==> config.mk <==
export PLATFORM = sky130hd
export DESIGN_NAME = can_irq_status
export DESIGN_NICKNAME = d
export VERILOG_FILES = /design/src/rtl/can_irq_pkg.sv /design/src/rtl/can_irq_ctrl.sv /design/src/rtl/can_irq_dpath.sv /design/src/rtl/can_irq_status.sv
export SDC_FILE = /design/constraint.sdc
export NUM_CORES = 1
export LEC_CHECK = 0
export CAP_MARGIN = 0
export CORE_ASPECT_RATIO = 0.8
export CORE_MARGIN = 3
export CORE_UTILIZATION = 44
export DETAILED_ROUTE_END_ITERATION = 12
export GPL_TIMING_DRIVEN = 0
export MAX_ROUTING_LAYER = met4
export PLACE_DENSITY_LB_ADDON = 0.1
export SLEW_MARGIN = 20
export SYNTH_ARGS = -nofsm -noshare
export SYNTH_HDL_FRONTEND = slang
export SYNTH_SLANG_ARGS = --single-unit
==> constraint.sdc <==
create_clock -name clk -period 3.9 [get_ports clk]
set_input_delay 0.39 -clock clk [delete_from_list [all_inputs] [get_ports clk]]
set_output_delay 0.39 -clock clk [all_outputs]
set_load 0.01 [all_outputs]
==> src/rtl/can_irq_pkg.sv <==
package can_irq_pkg;
  localparam int STAT_W     = 32;
  localparam int BIT_TXEMPTY = 14;
  localparam int BIT_TXWM    = 13;
  localparam int BIT_RXWM    = 12;
  localparam int BIT_WAKE    = 11;
  localparam int BIT_SLEEP   = 10;
  localparam int BIT_BUSOFF  = 9;

  typedef enum logic [2:0] {
    RA_CTRL = 3'd0,
    RA_STAT = 3'd1,
    RA_MASK = 3'd2,
    RA_CLR  = 3'd3,
    RA_TXWM = 3'd4,
    RA_RXWM = 3'd5
  } regAddr_e;

  // Decoded write strobes from control to datapath
  typedef struct packed {
    logic ctrlWr;
    logic coreOff;
    logic maskWr;
    logic clrWr;
    logic txWmWr;
    logic rxWmWr;
  } regStrobe_t;
endpackage

==> src/rtl/can_irq_ctrl.sv <==
module can_irq_ctrl
  import can_irq_pkg::*;
(
  input  logic       wrEn,
  input  logic [2:0] addr,
  input  logic       wrBit0,
  output regStrobe_t strb
);
  always_comb begin
    strb = '0;
    if (wrEn) begin
      case (regAddr_e'(addr))
        RA_CTRL: begin
          strb.ctrlWr  = 1'b1;
          strb.coreOff = ~wrBit0;
        end
        RA_MASK: strb.maskWr = 1'b1;
        RA_CLR:  strb.clrWr  = 1'b1;
        RA_TXWM: strb.txWmWr = 1'b1;
        RA_RXWM: strb.rxWmWr = 1'b1;
        default: strb = '0;
      endcase
    end
  end
endmodule

==> src/rtl/can_irq_dpath.sv <==
module can_irq_dpath
  import can_irq_pkg::*;
#(
  parameter int FIFO_DEPTH = 64,
  parameter int WM_W       = 7,
  parameter int CNT_W      = 7
) (
  input  logic              clk,
  input  logic              rstN,
  input  regStrobe_t        strb,
  input  logic [31:0]       wrData,
  input  logic [2:0]        rdAddr,
  input  logic [CNT_W-1:0]  txFill,
  input  logic [CNT_W-1:0]  rxFill,
  input  logic              evSleep,
  input  logic              evWake,
  input  logic              evBusOff,
  output logic [31:0]       rdData,
  output logic              irq,
  output logic [31:0]       statusVec,
  output logic [31:0]       maskVec,
  output logic [WM_W-1:0]   rxWm
);
  localparam logic [31:0] IMPL_MASK =
    (32'(1) << (BIT_TXEMPTY + 1)) - (32'(1) << BIT_BUSOFF);
  localparam logic [31:0] EVENT_MASK =
    (32'(1) << (BIT_WAKE + 1)) - (32'(1) << BIT_BUSOFF);
  localparam logic [31:0] RST_STATUS =
    (32'(1) << BIT_TXEMPTY) | (32'(1) << BIT_TXWM);

  logic [31:0]      statusQ, maskQ, setVec, clrVec;
  logic             coreEnQ;
  logic [WM_W-1:0]  txWmQ, rxWmQ;
  logic [CNT_W-1:0] txFree;

  assign txFree = CNT_W'(FIFO_DEPTH) - txFill;

  always_comb begin
    setVec = '0;
    setVec[BIT_TXEMPTY] = (txFill == '0);
    setVec[BIT_TXWM]    = (32'(txFree) > 32'(txWmQ));
    setVec[BIT_RXWM]    = (32'(rxFill) > 32'(rxWmQ));
    setVec[BIT_WAKE]    = evWake;
    setVec[BIT_SLEEP]   = evSleep;
    setVec[BIT_BUSOFF]  = evBusOff;
    clrVec = '0;
    if (strb.clrWr)   clrVec = clrVec | (wrData & IMPL_MASK);
    if (strb.coreOff) clrVec = clrVec | EVENT_MASK;
  end

  // set has priority over clear
  always_ff @(posedge clk or negedge rstN) begin
    if (!rstN) statusQ <= RST_STATUS;
    else       statusQ <= (setVec | (statusQ & ~clrVec)) & IMPL_MASK;
  end

  always_ff @(posedge clk or negedge rstN) begin
    if (!rstN) begin
      maskQ   <= '0;
      coreEnQ <= 1'b0;
      txWmQ   <= '0;
      rxWmQ   <= '0;
    end else begin
      if (strb.maskWr) maskQ   <= wrData & IMPL_MASK;
      if (strb.ctrlWr) coreEnQ <= wrData[0];
      if (strb.txWmWr) txWmQ   <= wrData[WM_W-1:0];
      if (strb.rxWmWr) rxWmQ   <= wrData[WM_W-1:0];
    end
  end

  always_comb begin
    case (regAddr_e'(rdAddr))
      RA_CTRL: rdData = 32'(coreEnQ);
      RA_STAT: rdData = statusQ;
      RA_MASK: rdData = maskQ;
      RA_TXWM: rdData = 32'(txWmQ);
      RA_RXWM: rdData = 32'(rxWmQ);
      default: rdData = '0;
    endcase
  end

  assign irq       = |(statusQ & maskQ);
  assign statusVec = statusQ;
  assign maskVec   = maskQ;
  assign rxWm      = rxWmQ;
endmodule

==> src/rtl/can_irq_status.sv <==
module can_irq_status
  import can_irq_pkg::*;
#(
  parameter int FIFO_DEPTH = 64,
  parameter int WM_W       = 7,
  localparam int CNT_W     = $clog2(FIFO_DEPTH + 1)
) (
  input  logic             clk,
  input  logic             rstN,
  input  logic             wrEn,
  input  logic [2:0]       addr,
  input  logic [31:0]      wrData,
  output logic [31:0]      rdData,
  input  logic [CNT_W-1:0] txFill,
  input  logic [CNT_W-1:0] rxFill,
  input  logic             evSleep,
  input  logic             evWake,
  input  logic             evBusOff,
  output logic             irq
);
  regStrobe_t      strb;
  logic [31:0]     statusVec, maskVec;
  logic [WM_W-1:0] rxWm;

  can_irq_ctrl u_ctrl (
    .wrEn   (wrEn),
    .addr   (addr),
    .wrBit0 (wrData[0]),
    .strb   (strb)
  );

  can_irq_dpath #(.FIFO_DEPTH(FIFO_DEPTH), .WM_W(WM_W), .CNT_W(CNT_W)) u_dpath (
    .clk       (clk),
    .rstN      (rstN),
    .strb      (strb),
    .wrData    (wrData),
    .rdAddr    (addr),
    .txFill    (txFill),
    .rxFill    (rxFill),
    .evSleep   (evSleep),
    .evWake    (evWake),
    .evBusOff  (evBusOff),
    .rdData    (rdData),
    .irq       (irq),
    .statusVec (statusVec),
    .maskVec   (maskVec),
    .rxWm      (rxWm)
  );
endmodule

==> results by group <==
Pwr
  • Clk pwr share: 19.4%
  • Peak supply drop: 0.216 mV
  • Psw: 0.000247 W
  • Internal power: 0.000563 W
  • Sw frac: 30.5%
  • Sequential share of power: 46.0%
  • PD cells: 321 nW/um^2
  • Leakage: 1.15 nW
  • Logic pwr share: 34.7%

Yosys
  • Most instantiated library cell after synthesis: dfrtp_1
  • Seq/Total Area, Yosys: 36.5%
  • Post-synth EDFFs: 0
  • Mux contribution to synthesized area: 12.9%
  • Post-synthesis adder-cell area fraction: 10.1%
  • Yosys reg bits: 27
  • Mapped cell area: 1860 sq um
  • Synth Instances: 196
  • Cell taking the most area after synthesis: dfrtp_1
  • Simple-Gate Fraction of Synth Area: 14.8%
  • Synth top area cells: dfrtp_1, ha_1, mux2_2, buf_4, nor2_1
  • Top_reg_cell synth: dfrtp_1
  • FFs w/ async S/R, synth: 100%
  • Avg Cell Area, Syn: 9.49 sq um
  • Yosys cell types: 32
  • Top cell type's share of synthesized area: 33.6%
  • Post-synth top cells: dfrtp_1, buf_4, nor2_1, nand2_1, inv_1
  • Compound-Gate Fraction of Synth Area: 11.0%
  • Synth warn: 0
  • Synthesized-area fraction occupied by xor and xnor cells: 2.36%
  • Largest family of logic cells by synthesized area: simple AND/OR/NAND/NOR gates

Worst setup path
  • CP Cell Sequence: clkdlybuf4s50_1 -> buf_4 -> nor2b_1 -> a22oi_1 -> nor2_1 -> clkdlybuf4s50_1
  • Most frequent CP cell: clkdlybuf4s50_1
  • Highest cell delay on the worst timing path: 0.54 ns
  • Data arrival time of the worst path: 2.33 ns
  • Critical Path Start: addr[0]
  • CP endpoint kind: primary output
  • Critical-path maximum fanout: 10
  • WP data required: 3.51 ns
  • Critical path class: in -> out
  • RR Startpoint: u_dpath.rxWm[2]
  • Slowest CP cell: clkdlybuf4s50_1
  • Critical Path Start Type: input port

STA
  • RSZ-0062 raised after global routing: false
  • Min Tclk post-route: 2.72 ns
  • Slew Limit Fails: 0
  • Clock skew: 0.00486 ns
  • Final Hold Viols: 0
  • Crit share post-route: 69.7%
  • Setup TNS: 0 ns
  • Max-Slew Margin vs Limit: 59.8%
  • F_max: 368 MHz
  • Setup Viol. Count Final: 0
  • Tightest Pin Transition: 0.603 ns

Final layout
  • Synthesis-to-finish area growth: 35.9%
  • Post-route cell area: 2530 sq um
  • Layout cell share with drive strength beyond 1: 19.1%
  • Ant diodes: 0
  • Count of nets after finishing: 338

Die
  • Core area: 3930 sq um
  • Core Rows: 20
  • Die Ht: 64.1 um
  • Die footprint: 5050 sq um
  • Die Width: 78.7 um
  • IO Pins: 88
  • Initial core utilization: 47.3%

Routing
  • Remaining DRCs: 0
  • Vias: 1528
  • Metal3 WL: 230 um
  • Met2 wire len: 1.88 mm
  • M1 WL: 1.88 mm
  • Antenna-violating nets left: 0
  • DR vias/cell: 4.75
  • DRT Wirelength: 4.01 mm
  • Uppermost layer routed: met4
  • 1st-iter DRT viols: 69
  • DR pass1 iterations: 4
  • Drt wl/cell: 12.5 um

Clock network
  • Cts bufs inserted: 3
  • Clock Sinks: 27
  • Post-CTS Setup Bufs: 0
  • # hold bufs at CTS: 0
  • CTS clock-pin slew for the worst setup and hold paths: 0.09 ns
  • Post-CTS Resized: 0
  • Root buffer cell: clkbuf_8
  • H-tree depth: 1
  • TritonCTS clock tree: yes
  • Clk buf depth: 2
  • Clock Latency Late Sink: 0.27 ns

Global routing
  • Total track usage: 17.2%
  • Largest net degree at the start of global routing: 28
  • Vias in the first global route: 1437
  • First-pass GRT wire length: 6.68 mm
  • Total congestion overflow: 0
  • Initial antenna violation count: 0

Place
  • Post-DP Area: 2480 sq um
  • Port bufs: 49
  • GP Congestion: 0.871
  • DP Wirelength: 3.32 mm

Outcome
  • Status: finished clean

Job
  • Max cap viols: 0

Hold path
  • Worst Hold Class: in -> async
-- metrics by stage --
stage	instances	total power, W	hold slack (ns)	worst slack, ns	utilization, %
6_report	322	0.000810	0.114	1.18	64.3
3_5_place_dp	318	0.000661	0.438	1.16	63.2
3_3_place_gp	318	0.000653	0.487	1.15	63.3
2_1_floorplan	214	0.000548	0.0944	1.94	-
5_1_grt	322	0.000879	0.153	0.974	64.3
4_1_cts	322	0.000822	0.135	1.21	64.3
-- critical path: cells and delay by family --
family                 cells  cell delay, ns
buffers and inverters      3            1.25
AND/OR/NAND/NOR            2            0.52
AO/OA/AOI/OAI              1            0.15
-- cell families (layout without fill, tap and decap cells) --
family,after synthesis,after routing
AOI/OAI and AO/OA,30,30
xor gates and xnor gates,5,5
adders and majority gates,15,15
buffers and inverters,39,92
DFF,27,27
muxes,22,22
other,1,19
and+or+nand+nor,57,57
-- flip-flops by register name, summed over array words and instances, names as in the netlist --
signal and cells:
u_dpath.coreEnQ 1, u_dpath.txWmQ 7, u_dpath.maskVec 6, u_dpath.statusVec 6, u_dpath.rxWm 7
-- path summary, 6_finish.rpt --
kind | to | slack [ns] | cells past startpoint
min in group clk | u_dpath.statusVec[13] | 0.50 | 1
max in group asynchronous | u_dpath.txWmQ[4] | 3.39 | 1
setup / recovery | rdData[11] | 1.18 | 6
setup reg to reg | u_dpath.statusVec[12] | 2.31 | 6
hold / removal | u_dpath.maskVec[12] | 0.11 | 1
hold reg to reg | u_dpath.statusVec[13] | 0.50 | 1
-- layout make-up --
class                   count  area, sq um
clock buffers               4         45.0
repair buffers             49          485
multi-input cells         148         1020
flip-flops and latches     27          678
fillers                   350         1400
inverters                  16         60.1
well taps                  55         68.8
plain buffers              23          168
-- metal layers --
layer	global-route usage (%)	vias up
li1	-	785
met1	22.2	699
met2	28.2	42
met3	4.08	2
met4	2.62	0
met5	-	-
-- power groups by stage --
stage	registers [W]	logic (W)	clock network, W
after CTS	0.000372	0.000285	0.000165
after floorplan	0.000364	0.000185	0
final	0.000372	0.000281	0.000157
after global placement	0.000376	0.000277	0
after global routing	0.000380	0.000322	0.000177
after detailed placement	0.000378	0.000283	0
-- layout by cell type, fill, tap and decap left out, drive strengths merged, types with 2 or more instances in the layout --
cell type       n
a22oi           9
a2111oi         2
nand3           4
xor2            2
nand3b          2
nand2          18
conb           19
dfstp           2
xnor2           3
ha             15
a21oi           6
inv            16
clkbuf          4
mux2           15
nor2           20
o2bb2ai         2
clkdlybuf4s50  48
o21ai           6
dfrtp          25
buf            24
nand2b          3
a31o            3
nor3            5
mux2i           7
nand4           2
No activity file was read; power rests on OpenSTA's default activity.
